File: src/rtl/dram_seq_pkg.sv
package dram_seq_pkg;
  typedef enum logic [3:0] {
    ST_IDLE,
    ST_PRE,
    ST_ROW,
    ST_RAS,
    ST_COL,
    ST_CAS,
    ST_RPRE,
    ST_RROW,
    ST_RRAS,
    ST_RREC
  } seq_state_e;
endpackage

File: src/rtl/dram_refresh_timer.sv
module dram_refresh_timer #(
  parameter int PERIOD = 64,
  parameter int ROW_W  = 8
) (
  input  logic             clk_i,
  input  logic             rst_ni,
  input  logic             ack_i,
  input  logic             done_i,
  output logic             pend_o,
  output logic [ROW_W-1:0] row_o
);
  localparam int CW = (PERIOD > 1) ? $clog2(PERIOD) : 1;

  logic [CW-1:0] cnt_q;
  logic          tick;

  assign tick = (cnt_q == CW'(PERIOD - 1));

  always_ff @(posedge clk_i or negedge rst_ni) begin
    if (!rst_ni) begin
      cnt_q  <= '0;
      pend_o <= 1'b0;
      row_o  <= '0;
    end else begin
      cnt_q <= tick ? '0 : cnt_q + 1'b1;
      if (tick)       pend_o <= 1'b1;
      else if (ack_i) pend_o <= 1'b0;
      if (done_i) row_o <= row_o + 1'b1;
    end
  end


  ref_hold_chk: assert property (@(posedge clk_i) disable iff (!rst_ni)
    (pend_o && !ack_i) |=> pend_o);
endmodule

File: src/rtl/dram_row_tracker.sv
module dram_row_tracker #(
  parameter int ROW_W = 8
) (
  input  logic             clk_i,
  input  logic             rst_ni,
  input  logic             open_i,
  input  logic [ROW_W-1:0] row_i,
  input  logic             close_i,
  input  logic [ROW_W-1:0] cmp_row_i,
  output logic             open_o,
  output logic [ROW_W-1:0] row_o,
  output logic             hit_o
);
  always_ff @(posedge clk_i or negedge rst_ni) begin
    if (!rst_ni) begin
      open_o <= 1'b0;
      row_o  <= '0;
    end else if (open_i) begin
      open_o <= 1'b1;
      row_o  <= row_i;
    end else if (close_i) begin
      open_o <= 1'b0;
    end
  end

  assign hit_o = open_o && (row_o == cmp_row_i);
endmodule

File: src/rtl/dram_rd_capture.sv
module dram_rd_capture #(
  parameter int DATA_W = 16
) (
  input  logic              clk_i,
  input  logic              rst_ni,
  input  logic              cap_i,
  input  logic [DATA_W-1:0] dq_i,
  output logic              valid_o,
  output logic [DATA_W-1:0] data_o
);
  always_ff @(posedge clk_i or negedge rst_ni) begin
    if (!rst_ni) begin
      valid_o <= 1'b0;
      data_o  <= '0;
    end else begin
      valid_o <= cap_i;
      if (cap_i) data_o <= dq_i;
    end
  end


  rd_pulse_chk: assert property (@(posedge clk_i) disable iff (!rst_ni)
    valid_o |=> !valid_o);
endmodule

File: src/rtl/dram_mux_seq.sv
module dram_mux_seq
  import dram_seq_pkg::*;
#(
  parameter  int ADDR_W     = 16,
  parameter  int DATA_W     = 16,
  parameter  int REF_PERIOD = 64,
  parameter  int T_STB      = 2,
  parameter  int T_PRE      = 2,
  localparam int ROW_W      = ADDR_W / 2
) (
  input  logic              clk_i,
  input  logic              rst_ni,
  input  logic              req_valid_i,
  output logic              req_ready_o,
  input  logic              req_we_i,
  input  logic [ADDR_W-1:0] req_addr_i,
  input  logic [DATA_W-1:0] req_wdata_i,
  output logic              rd_valid_o,
  output logic [DATA_W-1:0] rd_data_o,
  output logic [ROW_W-1:0]  dram_addr_o,
  output logic              dram_ras_no,
  output logic              dram_cas_no,
  output logic              dram_we_no,
  output logic              dram_oe_no,
  output logic              dram_cs_no,
  output logic [DATA_W-1:0] dram_dq_o,
  output logic              dram_dq_oe_o,
  input  logic [DATA_W-1:0] dram_dq_i
);
  localparam int MAXL = (T_STB > T_PRE) ? T_STB : T_PRE;
  localparam int CW   = $clog2(MAXL + 1);

  seq_state_e        state_q, state_d;
  logic [CW-1:0]     cnt_q, cnt_d, last;
  logic              done, accept;
  logic              we_q;
  logic [ROW_W-1:0]  row_q, col_q;
  logic [DATA_W-1:0] wdata_q;
  logic              ref_pend, ref_ack, ref_done;
  logic [ROW_W-1:0]  ref_row;
  logic              row_open, row_hit, row_set, row_close;
  logic [ROW_W-1:0]  open_row;
  logic              cap;

  always_comb begin
    case (state_q)
      ST_PRE, ST_RPRE, ST_RREC: last = CW'(T_PRE - 1);
      ST_RAS, ST_CAS, ST_RRAS:  last = CW'(T_STB - 1);
      default:                  last = '0;
    endcase
  end

  assign done        = (cnt_q == last);
  assign req_ready_o = (state_q == ST_IDLE) && !ref_pend;
  assign accept      = req_ready_o && req_valid_i;

  always_comb begin
    state_d = state_q;
    case (state_q)
      ST_IDLE: begin
        if (ref_pend)    state_d = ST_RPRE;
        else if (accept) state_d = row_hit ? ST_COL : ST_PRE;
      end
      ST_PRE:  if (done) state_d = ST_ROW;
      ST_ROW:  if (done) state_d = ST_RAS;
      ST_RAS:  if (done) state_d = ST_COL;
      ST_COL:  if (done) state_d = ST_CAS;
      ST_CAS:  if (done) state_d = ST_IDLE;
      ST_RPRE: if (done) state_d = ST_RROW;
      ST_RROW: if (done) state_d = ST_RRAS;
      ST_RRAS: if (done) state_d = ST_RREC;
      ST_RREC: if (done) state_d = ST_IDLE;
      default: state_d = ST_IDLE;
    endcase
  end

  assign cnt_d = (state_d != state_q || state_q == ST_IDLE) ? '0 : cnt_q + 1'b1;

  always_ff @(posedge clk_i or negedge rst_ni) begin
    if (!rst_ni) begin
      state_q <= ST_IDLE;
      cnt_q   <= '0;
      we_q    <= 1'b0;
      row_q   <= '0;
      col_q   <= '0;
      wdata_q <= '0;
    end else begin
      state_q <= state_d;
      cnt_q   <= cnt_d;
      if (accept) begin
        we_q    <= req_we_i;
        row_q   <= req_addr_i[ADDR_W-1 -: ROW_W];
        col_q   <= req_addr_i[ROW_W-1:0];
        wdata_q <= req_wdata_i;
      end
    end
  end

  assign ref_ack   = (state_q == ST_IDLE) && ref_pend;
  assign ref_done  = (state_q == ST_RREC) && done;
  assign row_set   = (state_q == ST_RAS) && done;
  assign row_close = ref_ack || (accept && !row_hit);
  assign cap       = (state_q == ST_CAS) && (cnt_q == '0) && !we_q;

  dram_refresh_timer #(.PERIOD(REF_PERIOD), .ROW_W(ROW_W)) u_ref (
    .clk_i  (clk_i),
    .rst_ni (rst_ni),
    .ack_i  (ref_ack),
    .done_i (ref_done),
    .pend_o (ref_pend),
    .row_o  (ref_row)
  );

  dram_row_tracker #(.ROW_W(ROW_W)) u_row (
    .clk_i     (clk_i),
    .rst_ni    (rst_ni),
    .open_i    (row_set),
    .row_i     (row_q),
    .close_i   (row_close),
    .cmp_row_i (req_addr_i[ADDR_W-1 -: ROW_W]),
    .open_o    (row_open),
    .row_o     (open_row),
    .hit_o     (row_hit)
  );

  dram_rd_capture #(.DATA_W(DATA_W)) u_cap (
    .clk_i   (clk_i),
    .rst_ni  (rst_ni),
    .cap_i   (cap),
    .dq_i    (dram_dq_i),
    .valid_o (rd_valid_o),
    .data_o  (rd_data_o)
  );

  logic col_phase;
  assign col_phase = (state_q == ST_COL) || (state_q == ST_CAS);

  always_comb begin
    case (state_q)
      ST_COL, ST_CAS:   dram_addr_o = col_q;
      ST_RROW, ST_RRAS: dram_addr_o = ref_row;
      ST_IDLE:          dram_addr_o = open_row;
      default:          dram_addr_o = row_q;
    endcase
  end

  assign dram_ras_no  = !((state_q == ST_RAS) || col_phase || (state_q == ST_RRAS) ||
                          ((state_q == ST_IDLE) && row_open));
  assign dram_cas_no  = (state_q != ST_CAS);
  assign dram_we_no   = !(we_q && col_phase);
  assign dram_oe_no   = !(!we_q && (state_q == ST_CAS));
  assign dram_dq_oe_o = we_q && col_phase;
  assign dram_dq_o    = wdata_q;
  assign dram_cs_no   = (state_q == ST_IDLE) && !row_open;


  ras_low_min_chk: assert property (@(posedge clk_i) disable iff (!rst_ni)
    $fell(dram_ras_no) |=> !dram_ras_no);

  ras_high_min_chk: assert property (@(posedge clk_i) disable iff (!rst_ni)
    $rose(dram_ras_no) |=> dram_ras_no);

  cas_low_min_chk: assert property (@(posedge clk_i) disable iff (!rst_ni)
    $fell(dram_cas_no) |=> !dram_cas_no);

  cas_in_row_chk: assert property (@(posedge clk_i) disable iff (!rst_ni)
    !dram_cas_no |-> !dram_ras_no);

  we_stable_chk: assert property (@(posedge clk_i) disable iff (!rst_ni)
    !dram_cas_no |-> $stable(dram_we_no));

  cs_cover_chk: assert property (@(posedge clk_i) disable iff (!rst_ni)
    (!dram_ras_no || !dram_cas_no) |-> !dram_cs_no);

  bus_excl_chk: assert property (@(posedge clk_i) disable iff (!rst_ni)
    !(dram_dq_oe_o && !dram_oe_no));

  ready_idle_chk: assert property (@(posedge clk_i) disable iff (!rst_ni)
    req_ready_o |-> dram_cas_no);
endmodule

File: config.mk
export PLATFORM = sky130hd
export DESIGN_NAME = dram_mux_seq
export DESIGN_NICKNAME = d
export VERILOG_FILES = /design/src/rtl/dram_seq_pkg.sv /design/src/rtl/dram_refresh_timer.sv /design/src/rtl/dram_row_tracker.sv /design/src/rtl/dram_rd_capture.sv /design/src/rtl/dram_mux_seq.sv
export SDC_FILE = /design/constraint.sdc
export NUM_CORES = 1
export LEC_CHECK = 0
export ABC_AREA = 1
export BUFFER_PORTS_ARGS = -buffer_cell sky130_fd_sc_hd__buf_4
export CELL_PAD_IN_SITES_DETAIL_PLACEMENT = 1
export CELL_PAD_IN_SITES_GLOBAL_PLACEMENT = 2
export CORE_MARGIN = 3
export CORE_UTILIZATION = 32
export CTS_CLUSTER_DIAMETER = 200
export CTS_CLUSTER_SIZE = 24
export DETAILED_ROUTE_END_ITERATION = 10
export GPL_TIMING_DRIVEN = 0
export PLACE_DENSITY_LB_ADDON = 0.3
export SLEW_MARGIN = 10
export SYNTH_ARGS = -nofsm -noshare
export SYNTH_HDL_FRONTEND = slang
export SYNTH_SLANG_ARGS = --single-unit
File: constraint.sdc
create_clock -name clk_i -period 5.2 [get_ports clk_i]
set_clock_uncertainty 0.1 [all_clocks]
set_input_delay 1.04 -clock clk_i [delete_from_list [all_inputs] [get_ports clk_i]]
set_output_delay 1.04 -clock clk_i [all_outputs]
set_load 0.02 [all_outputs]
==> implementation parameters, run 1 <==
Parameter                              Value

Clock network
  TritonCTS sink count ... 80
  Quantity of gates resized following cts ... 0
  CTS tree ... done
  Number of buffers created by CTS ... 9
  Clock Tree Root ... clkbuf_16
  Clock latency on the worst-skew pair ... between 0.3 and 0.4 ns
  CTS HTree Levels ... 3
  Clk pin slew, worst setup/hold paths ... around 0.060 ns
  Clock Path Buffers ... 2
  Number of hold buffers added after CTS ... 0
  Number of buffers added for setup after CTS ... 0

Worst hold path
  Class of the tightest hold or removal check ... flip-flop to flip-flop
  Beginning of the worst hold path ... u_ref.cnt_q[0]$_DFF_PN0_

Final layout
  Layout cells sized above 1 ... between 20% and 30%
  Area delta synth->final ... 32.6%
  NumNets Final ... just over 600
  Ant diodes ... 0
  Finished layout cell area ... 4950 sq um

Setup path
  Launch point of the worst reg-to-reg path ... state_q[3]$_DFF_PN0_
  Launching element type of the critical path ... flip-flop
  Max Fanout on Critical Path ... 7
  Depth of the worst register-to-register path ... 7
  Data required time at the worst endpoint ... approximately 4.1 ns
  Worst path cell trace ... inv_2 -> nand3_1 -> inv_1 -> nor2_1 -> inv_1 -> nor3_1 -> inv_1 -> o221ai_1 -> buf_4
  Highest cell delay on the worst timing path ... between 0.4 and 0.5 ns
  CP startpoint ... state_q[2]$_DFF_PN0_
  R2R setup slack ... 2.94 ns
  Worst path arrival time ... between 2 and 3 ns
  Classification of the worst setup path ... flip-flop to output pin
  Critical-path cell with the highest stage delay ... dfrtp_1
  Crit path top cell by count ... inv_1
  Worst R2R End ... u_row.row_o[2]$_DFFE_PN0P_
  Kind of capture point of the worst setup path ... output pin
  Endpoint of the worst setup timing path ... dram_addr_o[3]

Floorplan
  Die Outline Area ... 13,000 sq um
  # rows ... 38
  Vertical die dimension ... ~110 microns
  Die width ... 114 microns
  Top-level I/O count ... 100
  Effective utilization at floorplan ... 33.6%
  Core region area ... about 11,000 sq um

Pwr
  Clock power share ... 20.7%
  Max VDD drop ... 0.271 mV
  Combinational cell fraction of total power ... 48.1%
  Static power due to leakage ... around 2.6 nW
  Areal power density over the cells ... 629 nW/um^2
  Fraction of power consumed by sequential logic ... 31.2%
  Power Internal ... 1.79 mW
  Reported net switching power ... 1.33 mW
  PnR Total Power ... approximately 3.1 mW
  Share of total power consumed by net switching ... between 40% and 50%

Logic synthesis
  Mux cell area share after synthesis ... less than 1%
  Cells after synthesis ... 453
  Post-synth cell types ... 36
  Post-Synth XOR/XNOR Area ... approximately 2.6%
  Number of register bits inferred by synthesis ... 80
  Net count after synthesis ... 508
  Synth warn ... 0
  Share of synthesized cell area in full adder, half adder and majority cells ... 1.00%
  Dominant combinational cell family by area after synthesis ... simple AND/OR/NAND/NOR gates
  Area fraction in compound gates after synthesis ... between 7 and 8%
  Post-synthesis share of cell area spent on and, or, nand and nor gates ... 27.4%
  Sequential element share of the synthesized area ... 53.6%
  Average instance area after synthesis ... 8.25 sq um
  Cell area after synthesis ... 3740 sq um

STA
  Hold Fails Final Rpt ... 0
  Max Clock Freq ... 263 MHz
  Final number of max-transition violations ... 0
  Post-route worst setup slack ... 1.40 ns
  Setup repair after global routing missed its margin ... false
  Relative slew slack ... 28.7%
  Final setup TNS ... 0 ns
  Min Hold Slack ... 0.362 ns
  Total of endpoints with negative setup slack in the final report ... 0
  Period minus WS final ... 3.80 ns
  Ratio of final minimum period to clock period ... approximately 73%
  Slew at the pin closest to its max-slew limit ... about 1.1 ns

Placement
  Routability congestion estimate from global placement ... 0.858
  Standard cell area after detailed placement ... 4660 sq um
  Port buffer count ... 99
  Post-Place Worst Slack ... 1.76 ns
  Total half-perimeter wirelength after legalization and detailed placement ... about 8000 microns

Run status
  Result of the run ... finished, final reports clean

Global routing
  Overall track demand over capacity in global routing ... 17.8%
  Number of antenna violations at the first check in global routing ... 0
  Pin count of the biggest net entering global routing ... 81
  Vias in the first global route ... 3,697
  Remaining global-route overflow ... 0
  Wire length of the first global-routing pass ... 18,200 microns

Detailed routing
  Drt wl/cell ... 15.4 microns
  Number of detailed-routing iterations run before antenna repair ... 4
  Antenna Violating Nets Remaining ... 0
  Routed vias ... about 3,300
  Aggregate routed wire length ... 10,900 microns
  Post-detailed-route DRC marker count ... 0
  DRC violation total after the first TritonRoute iteration ... about 120
  Via-per-instance ratio ... approximately 4.7

Job
  Max_cap viols ... 0
-- per-stage QoR --
stage,util (%),std cells
finish,44.5,707
global route,44.5,707
CTS,44.5,707
detailed placement,41.8,692
global placement,41.8,692
floorplan,-,453
-- cells by family (layout without fill, tap and decap cells) --
logic type / count (synthesis) / count (layout)
simple gates: 241 / 241
mux: 1 / 1
buf+inv: 70 / 184
fa+ha+maj: 3 / 3
flops: 80 / 80
xor+xnor: 11 / 11
compound gates: 47 / 47
-- layout by cell type, fill, tap and decap left out, types with 2 or more instances in the layout --
cell type / Yosys / routed
nand3_1: 18 / 18
a22oi_1: 2 / 2
clkbuf_8: 0 / 2
nor2_4: 3 / 3
nor2_1: 21 / 21
nand3b_1: 2 / 2
nand2_1: 177 / 177
buf_4: 1 / 100
inv_2: 3 / 3
inv_1: 51 / 51
nand3_2: 2 / 2
nand2_2: 2 / 2
nor3_1: 4 / 4
xor2_1: 9 / 9
clkbuf_1: 9 / 11
ha_1: 3 / 3
dfrtp_1: 80 / 80
clkbuf_16: 0 / 9
o22ai_1: 3 / 3
nand4_1: 7 / 7
buf_2: 2 / 2
o21ai_0: 27 / 27
xnor2_1: 2 / 2
buf_6: 3 / 3
o211ai_1: 2 / 2
a221oi_1: 3 / 3
a21oi_1: 6 / 6
-- final cells by class --
type / instances / area, sq um
Clock inverter: 2 / 38.8
Inverter: 55 / 206
Sequential cell: 80 / 2000
Timing Repair Buffer: 99 / 743
Fill cell: 1397 / 6170
Tap cell: 140 / 175
Multi-Input combinational cell: 303 / 1440
Buffer: 15 / 85.1
Clock buffer: 13 / 260
-- how the worst min path moves through the flow --
stage,endpoint,slack [ns],cells past startpoint
floorplan,u_ref.cnt_q[0]$_DFF_PN0_,0.33,1
global placement,u_ref.cnt_q[0]$_DFF_PN0_,0.34,1
detailed placement,u_ref.cnt_q[0]$_DFF_PN0_,0.36,1
CTS,u_ref.cnt_q[0]$_DFF_PN0_,0.37,1
global route,u_ref.cnt_q[0]$_DFF_PN0_,0.41,1
finish,u_ref.cnt_q[0]$_DFF_PN0_,0.36,1
-- power by group through the flow --
stage	clock [mW]	sequential, mW	combinational (mW)
final	0.644	0.973	1.50
after global routing	0.689	1.01	1.67
after CTS	0.666	0.976	1.53
after detailed placement	0	0.984	1.52
after global placement	0	0.972	1.49
after floorplan	0	1.11	0.755
-- registers in the layout, summed over array words and instances, names as in the netlist --
register,count
we_q,1
row_q,8
u_cap.data_o,16
col_q,8
u_row.row_o,8
state_q,4
u_row.open_o,1
dram_dq_o,16
u_ref.cnt_q,6
cnt_q,2
u_ref.row_o,8
u_cap.valid_o,1
u_ref.pend_o,1
-- Yosys cell counts, drive strengths merged --
library cell    n  area (sq um)
o22ai           3          18.8
a211oi          1          7.51
a221oi          3          26.3
nand3          20           110
xnor2           2          17.5
nor3            6          46.3
a21oi           7          38.8
a22oi           2          15.0
xor2            9          78.8
nand3b          2          15.0
mux2            1          15.0
nand4           7          43.8
dfrtp          80          2000
o221ai          1          8.76
clkbuf          9          33.8
ha              3          37.5
inv            54           203
buf             6          51.3
nand2         179           677
nor2           25           119
a31oi           1          6.26
o21ai          27           135
o211ai          2          15.0
clkinv          1          3.75
or2             2          12.5
-- worst max-delay path, delay by kind of cell, from the launching register on --
family	cells	cell delay, ns
AO/OA/AOI/OAI	1	0.24
buffers and inverters	5	0.80
flip-flops	1	0.46
AND/OR/NAND/NOR	3	0.82
-- metal layers --
layer	vias up	share of wire (%)	GRT usage, %
met4	0	1.8	6.41
met5	-	0	0
li1	1634	-	-
met3	16	4.8	4.23
met2	72	48	29.1
met1	1615	45	23.0
Note: power is estimated with default switching activity, not from simulation.
==> inputs of run 2 (changes only) <==
--- a/config.mk
+++ b/config.mk
@@ -10,7 +10,7 @@
 export CELL_PAD_IN_SITES_DETAIL_PLACEMENT = 1
 export CELL_PAD_IN_SITES_GLOBAL_PLACEMENT = 2
 export CORE_MARGIN = 3
-export CORE_UTILIZATION = 32
+export CORE_UTILIZATION = 30
 export CTS_CLUSTER_DIAMETER = 200
 export CTS_CLUSTER_SIZE = 24
 export DETAILED_ROUTE_END_ITERATION = 10
==> constraint.sdc (replaced) <==
create_clock -name clk_i -period 3.9 [get_ports clk_i]
set_clock_uncertainty 0.1 [all_clocks]
set_input_delay 0.78 -clock clk_i [delete_from_list [all_inputs] [get_ports clk_i]]
set_output_delay 0.78 -clock clk_i [all_outputs]
set_load 0.02 [all_outputs]
==> run 2 against run 1 <==
Compared with the run above: via count shrank 0.78%; register-to-register slack got worse by 1.3 ns; cell count up 4.1%; wire length fell by 0.33%; cell area is 1.2% higher; hold slack improved by 0.012 ns; critical path depth unchanged; largest cell class unchanged.
==> implementation parameters, run 2 (synthesis gave the netlist of run 1 again) <==
Parameter                              Value

STA
  Min Hold Slack ... between 0.3 and 0.4 ns
  Setup repair after global routing missed its margin ... false
  Ratio of final minimum period to clock period ... 92.8%
  Final number of max-transition violations ... 0
  Slew at the pin closest to its max-slew limit ... 1.08 ns
  Max Clock Freq ... 276 MHz
  Period minus WS final ... 3.62 ns
  Post-route worst setup slack ... roughly 0.28 ns
  Total of endpoints with negative setup slack in the final report ... 0
  Final setup TNS ... 0 ns
  Hold Fails Final Rpt ... 0
  Relative slew slack ... 28.0%

Detailed routing
  Antenna Violating Nets Remaining ... 0
  Routed vias ... approximately 3,300
  Via-per-instance ratio ... approximately 4.5
  Drt wl/cell ... 14.8 microns
  DRC violation total after the first TritonRoute iteration ... 163
  Aggregate routed wire length ... 10,900 microns
  Number of detailed-routing iterations run before antenna repair ... 4
  Post-detailed-route DRC marker count ... 0

Final layout
  Commonest cells after routing, fill and taps aside ... nand2_1, buf_4, dfrtp_1, inv_1, o21ai_0
  NumNets Final ... 618
  Count of non-filler cells in the finished layout ... 736
  Ant diodes ... 0
  Layout cells sized above 1 ... 23.8%
  Commonest non-fill, non-tap cell in the layout ... nand2_1
  Area delta synth->final ... 34.1%

Placement
  Post-Place Worst Slack ... 0.587 ns
  Port buffer count ... 99
  Total half-perimeter wirelength after legalization and detailed placement ... 7860 microns
  Routability congestion estimate from global placement ... roughly 0.78
  Number of cells in the design after placement ... 720

Run status
  Result of the run ... finished, final reports clean

Floorplan
  Core region area ... 12,100 sq um
  # rows ... 40
  Die width ... 118 microns
  Top-level I/O count ... 100
  Effective utilization at floorplan ... 30.9%
  Die Outline Area ... 13,800 sq um
  Vertical die dimension ... 118 microns

Setup path
  Launch point of the worst reg-to-reg path ... state_q[3]$_DFF_PN0_
  Worst path buffer plus inverter count ... 5
  Worst path cell trace ... inv_2 -> nand3_1 -> inv_1 -> nor2_1 -> inv_1 -> nor3_1 -> inv_1 -> o21ai_0 -> buf_4
  Crit path top cell by count ... inv_1
  Kind of capture point of the worst setup path ... output pin
  Highest cell delay on the worst timing path ... 0.45 ns
  Worst path arrival time ... ~2.7 ns
  Critical-path cell with the highest stage delay ... dfrtp_1
  Launching element type of the critical path ... flip-flop
  CP startpoint ... state_q[2]$_DFF_PN0_
  Data required time at the worst endpoint ... between 3 and 4 ns
  Max Fanout on Critical Path ... 7
  Largest delay share family, worst path ... buffers and inverters
  Classification of the worst setup path ... flip-flop to output pin

Global routing
  Wire length of the first global-routing pass ... 18,100 microns
  Overall track demand over capacity in global routing ... 16.3%
  Vias in the first global route ... 3,572
  Pin count of the biggest net entering global routing ... 81
  Remaining global-route overflow ... 0
  Number of antenna violations at the first check in global routing ... 0

Clock network
  Clock Tree Root ... clkbuf_16
  Number of hold buffers added after CTS ... 0
  Clk pin slew, worst setup/hold paths ... 0.06 ns
  Number of buffers added for setup after CTS ... 0
  CTS tree ... done
  CTS HTree Levels ... 3
  Quantity of gates resized following cts ... 0
  Clock latency on the worst-skew pair ... 0.33 ns
  Clock Path Buffers ... 2
  Number of buffers created by CTS ... 9
  TritonCTS sink count ... 80

Pwr
  PnR Total Power ... 4.23 mW
  Static power due to leakage ... 2.62 nW
  Areal power density over the cells ... 843 nW/um^2
  Max VDD drop ... 0.410 mV

Worst hold path
  Beginning of the worst hold path ... dram_dq_o[12]$_DFFE_PN0P_
  Class of the tightest hold or removal check ... flip-flop to flip-flop

Job
  Max_cap viols ... 0
==> run 2: worst paths after layout <==
| path | end | slack [ns] | cells after the start |
|---|---|---|---|
| min reg2reg | dram_dq_o[12]$_DFFE_PN0P_ | 0.37 | 2 |
| max in group asynchronous | dram_dq_o[7]$_DFFE_PN0P_ | 2.46 | 1 |
| min in group asynchronous | state_q[0]$_DFF_PN0_ | 0.52 | 1 |
| max | dram_addr_o[5] | 0.28 | 9 |
| min | dram_dq_o[12]$_DFFE_PN0P_ | 0.37 | 2 |
| max reg2reg | u_row.row_o[7]$_DFFE_PN0P_ | 1.62 | 8 |
==> run 2: where the power goes <==
group | internal, mW | switching, mW | total (mW)
clock | 0.581 | 0.341 | 0.923
sequential | 1.13 | 0.162 | 1.29
combinational | 0.728 | 1.28 | 2.01
total | 2.44 | 1.79 | 4.23
==> run 2: cell type report <==
class,instances,area (sq um)
inverter,55,206
sequential,80,2000
clock buffer,12,246
fill,1493,7100
buffer,15,85.1
clock inverter,4,76.3
tap,168,210
timing repair buffer,99,743
multi-input combinational,303,1440
==> run 2: per-stage QoR <==
stage	util, %	instance area [sq um]
after floorplan	-	3740
after global placement	38.7	4690
after detailed placement	38.7	4690
after CTS	41.4	5010
after global routing	41.4	5010
final	41.4	5010
==> run 2: layer usage <==
layer	up-vias	GRT usage, %	wire (microns)
met5	-	0	0
met4	0	5.57	183
met3	15	3.89	478
met2	72	27.8	5370
met1	1590	20.2	4850
li1	1634	-	-
==> run 2: worst min-delay path, stage by stage (launching register included) <==
cell and delay, ns:
dfrtp_1 0.34, nand2_1 0.05, nand2_1 0.05
==> inputs of run 3 (changes only) <==
--- a/config.mk
+++ b/config.mk
@@ -9,11 +9,14 @@
 export BUFFER_PORTS_ARGS = -buffer_cell sky130_fd_sc_hd__buf_4
 export CELL_PAD_IN_SITES_DETAIL_PLACEMENT = 1
 export CELL_PAD_IN_SITES_GLOBAL_PLACEMENT = 2
+export CORE_ASPECT_RATIO = 0.6
 export CORE_MARGIN = 3
-export CORE_UTILIZATION = 30
+export CORE_UTILIZATION = 31
+export CTS_BUF_LIST = sky130_fd_sc_hd__clkbuf_4
 export CTS_CLUSTER_DIAMETER = 200
 export CTS_CLUSTER_SIZE = 24
 export DETAILED_ROUTE_END_ITERATION = 10
+export GPL_ROUTABILITY_DRIVEN = 0
 export GPL_TIMING_DRIVEN = 0
 export PLACE_DENSITY_LB_ADDON = 0.3
 export SLEW_MARGIN = 10
==> run 3 against run 2 <==
Compared with the run above: clock power is 55% lower; cell area fell by 4.5%; register-to-register slack got worse by 0.11 ns; sequential power barely moved; wire length up 0.18%; critical endpoint unchanged.
==> implementation parameters, run 3 (synthesis gave the netlist of run 1 again) <==
Parameter                              Value

Detailed routing
  Post-detailed-route DRC marker count ... 0
  Antenna Violating Nets Remaining ... 0
  Routed vias ... 3,345
  Drt wl/cell ... ~15 microns
  Aggregate routed wire length ... between 10,000 and 15,000 microns
  Via-per-instance ratio ... between 4 and 5
  DRC violation total after the first TritonRoute iteration ... 144
  Number of detailed-routing iterations run before antenna repair ... 4

Clock network
  TritonCTS sink count ... 80
  Number of buffers added for setup after CTS ... 0
  Number of buffers created by CTS ... 9
  Clock Path Buffers ... 2
  CTS tree ... done
  CTS HTree Levels ... 3
  Clock Tree Root ... clkbuf_4
  Clk pin slew, worst setup/hold paths ... 0.11 ns
  Clock latency on the worst-skew pair ... approximately 0.44 ns

STA
  Relative slew slack ... 28.0%
  Period minus WS final ... 3.68 ns
  Total of endpoints with negative setup slack in the final report ... 0
  Setup repair after global routing missed its margin ... false
  Slew at the pin closest to its max-slew limit ... 1.08 ns
  Ratio of final minimum period to clock period ... 94.2%
  Hold Fails Final Rpt ... 0
  Max Clock Freq ... 272 MHz
  Post-route worst setup slack ... 0.225 ns
  Final number of max-transition violations ... 0
  Final setup TNS ... 0 ns

Final layout
  Final core utilization ... 41.5%
  Area delta synth->final ... 28.1%
  Layout cells sized above 1 ... ~24%
  Commonest non-fill, non-tap cell in the layout ... nand2_1
  NumNets Final ... approximately 620
  Multi-input gate area ... 1450 sq um
  Finished layout cell area ... 4790 sq um
  Sequential cell area ... 2000 sq um
  Ant diodes ... 0
  Fill cell total of the finished layout ... 1,436
  Count of non-filler cells in the finished layout ... 726
  Commonest cells after routing, fill and taps aside ... nand2_1, buf_4, dfrtp_1, inv_1, o21ai_0

Setup path
  Largest delay share family, worst path ... buffers and inverters
  Max Fanout on Critical Path ... 7
  Critical-path cell with the highest stage delay ... dfrtp_1
  Worst path arrival time ... 2.80 ns
  Worst path buffer plus inverter count ... 5
  Data required time at the worst endpoint ... 3.02 ns
  Highest cell delay on the worst timing path ... 0.48 ns
  Kind of capture point of the worst setup path ... output pin
  Crit path top cell by count ... inv_1
  Worst path cell trace ... inv_2 -> nand3_1 -> inv_1 -> nor2_2 -> inv_1 -> nor3_2 -> inv_1 -> o21ai_0 -> buf_4
  Classification of the worst setup path ... flip-flop to output pin
  Launching element type of the critical path ... flip-flop

Placement
  Post-Place Worst Slack ... approximately 0.54 ns
  Number of cells in the design after placement ... between 700 and 800
  Standard cell area after detailed placement ... between 4000 and 5000 sq um
  Total half-perimeter wirelength after legalization and detailed placement ... 8130 microns
  Port buffer count ... 99

Global routing
  Number of antenna violations at the first check in global routing ... 0
  Pin count of the biggest net entering global routing ... between 80 and 90
  Remaining global-route overflow ... 0
  Vias in the first global route ... 3,523
  Wire length of the first global-routing pass ... about 18,000 microns
  Overall track demand over capacity in global routing ... 16.7%

Floorplan
  Core region area ... 11,500 sq um
  Top-level I/O count ... 100
  Die Outline Area ... about 13,000 sq um
  Die width ... 148 microns
  Vertical die dimension ... 91.1 microns
  Effective utilization at floorplan ... 32.4%
  # rows ... 30

Job
  Max_cap viols ... 0

Pwr
  Static power due to leakage ... 2.53 nW
  Areal power density over the cells ... 777 nW/um^2
  Max VDD drop ... approximately 0.34 mV

Worst hold path
  Class of the tightest hold or removal check ... input port to asynchronous set/reset pin

Run status
  Result of the run ... finished, final reports clean
==> run 3: repair_timing <==
| action | CTS | global route |
|---|---|---|
| endpoints found under the setup margin | 0 | 7 |
| gates resized for setup | 0 | 2 |
| hold buffers | 0 | 0 |
==> run 3: layout make-up <==
| cell class | count | area share (%) |
|---|---|---|
| clock buffers | 10 | 1.57 |
| well taps | 160 | 4.18 |
| inverters | 55 | 4.31 |
| flip-flops and latches | 80 | 41.8 |
| plain buffers | 15 | 1.78 |
| multi-input cells | 303 | 30.3 |
| repair buffers | 99 | 15.5 |
| clock inverters | 4 | 0.471 |
==> run 3: report_power, final <==
group / internal (mW) / switching [mW]
registers: 1.12 / 0.168
clock network: 0.130 / 0.285
logic: 0.731 / 1.28
total: 1.99 / 1.74
==> run 3: layer usage <==
metal	vias to the layer above	GRT usage, %	wire length [microns]
met1	1630	23.3	5330
met4	0	3.95	93
met2	74	25.6	4910
li1	1631	-	-
met5	-	0	0
met3	10	4.99	560
==> run 3: path summary, 6_finish.rpt <==
check,startpoint,to,cells after the start,slack (ns)
setup / recovery,state_q[2]$_DFF_PN0_,dram_addr_o[5],9,0.22
hold / removal,rst_ni,state_q[2]$_DFF_PN0_,1,0.37
hold reg to reg,u_ref.cnt_q[0]$_DFF_PN0_,u_ref.cnt_q[0]$_DFF_PN0_,1,0.38
min in group clk_i,u_ref.cnt_q[0]$_DFF_PN0_,u_ref.cnt_q[0]$_DFF_PN0_,1,0.38
setup reg to reg,state_q[3]$_DFF_PN0_,u_row.row_o[7]$_DFFE_PN0P_,8,1.51
max in group asynchronous,rst_ni,dram_dq_o[8]$_DFFE_PN0P_,1,2.59
==> run 3: stage by stage <==
step	power (mW)	hold WS [ns]
6_report	3.72	0.374
5_1_grt	4.05	0.386
4_1_cts	3.78	0.383
3_5_place_dp	3.35	0.360
3_3_place_gp	3.28	0.350
2_1_floorplan	2.48	0.329
==> run 3: worst reg2reg max path: cells and delay by family (launching register included) <==
family	cells	cell delay, ns
AND/OR/NAND/NOR	4	0.99
AO/OA/AOI/OAI	1	0.08
buffers and inverters	3	0.71
flip-flops	1	0.39
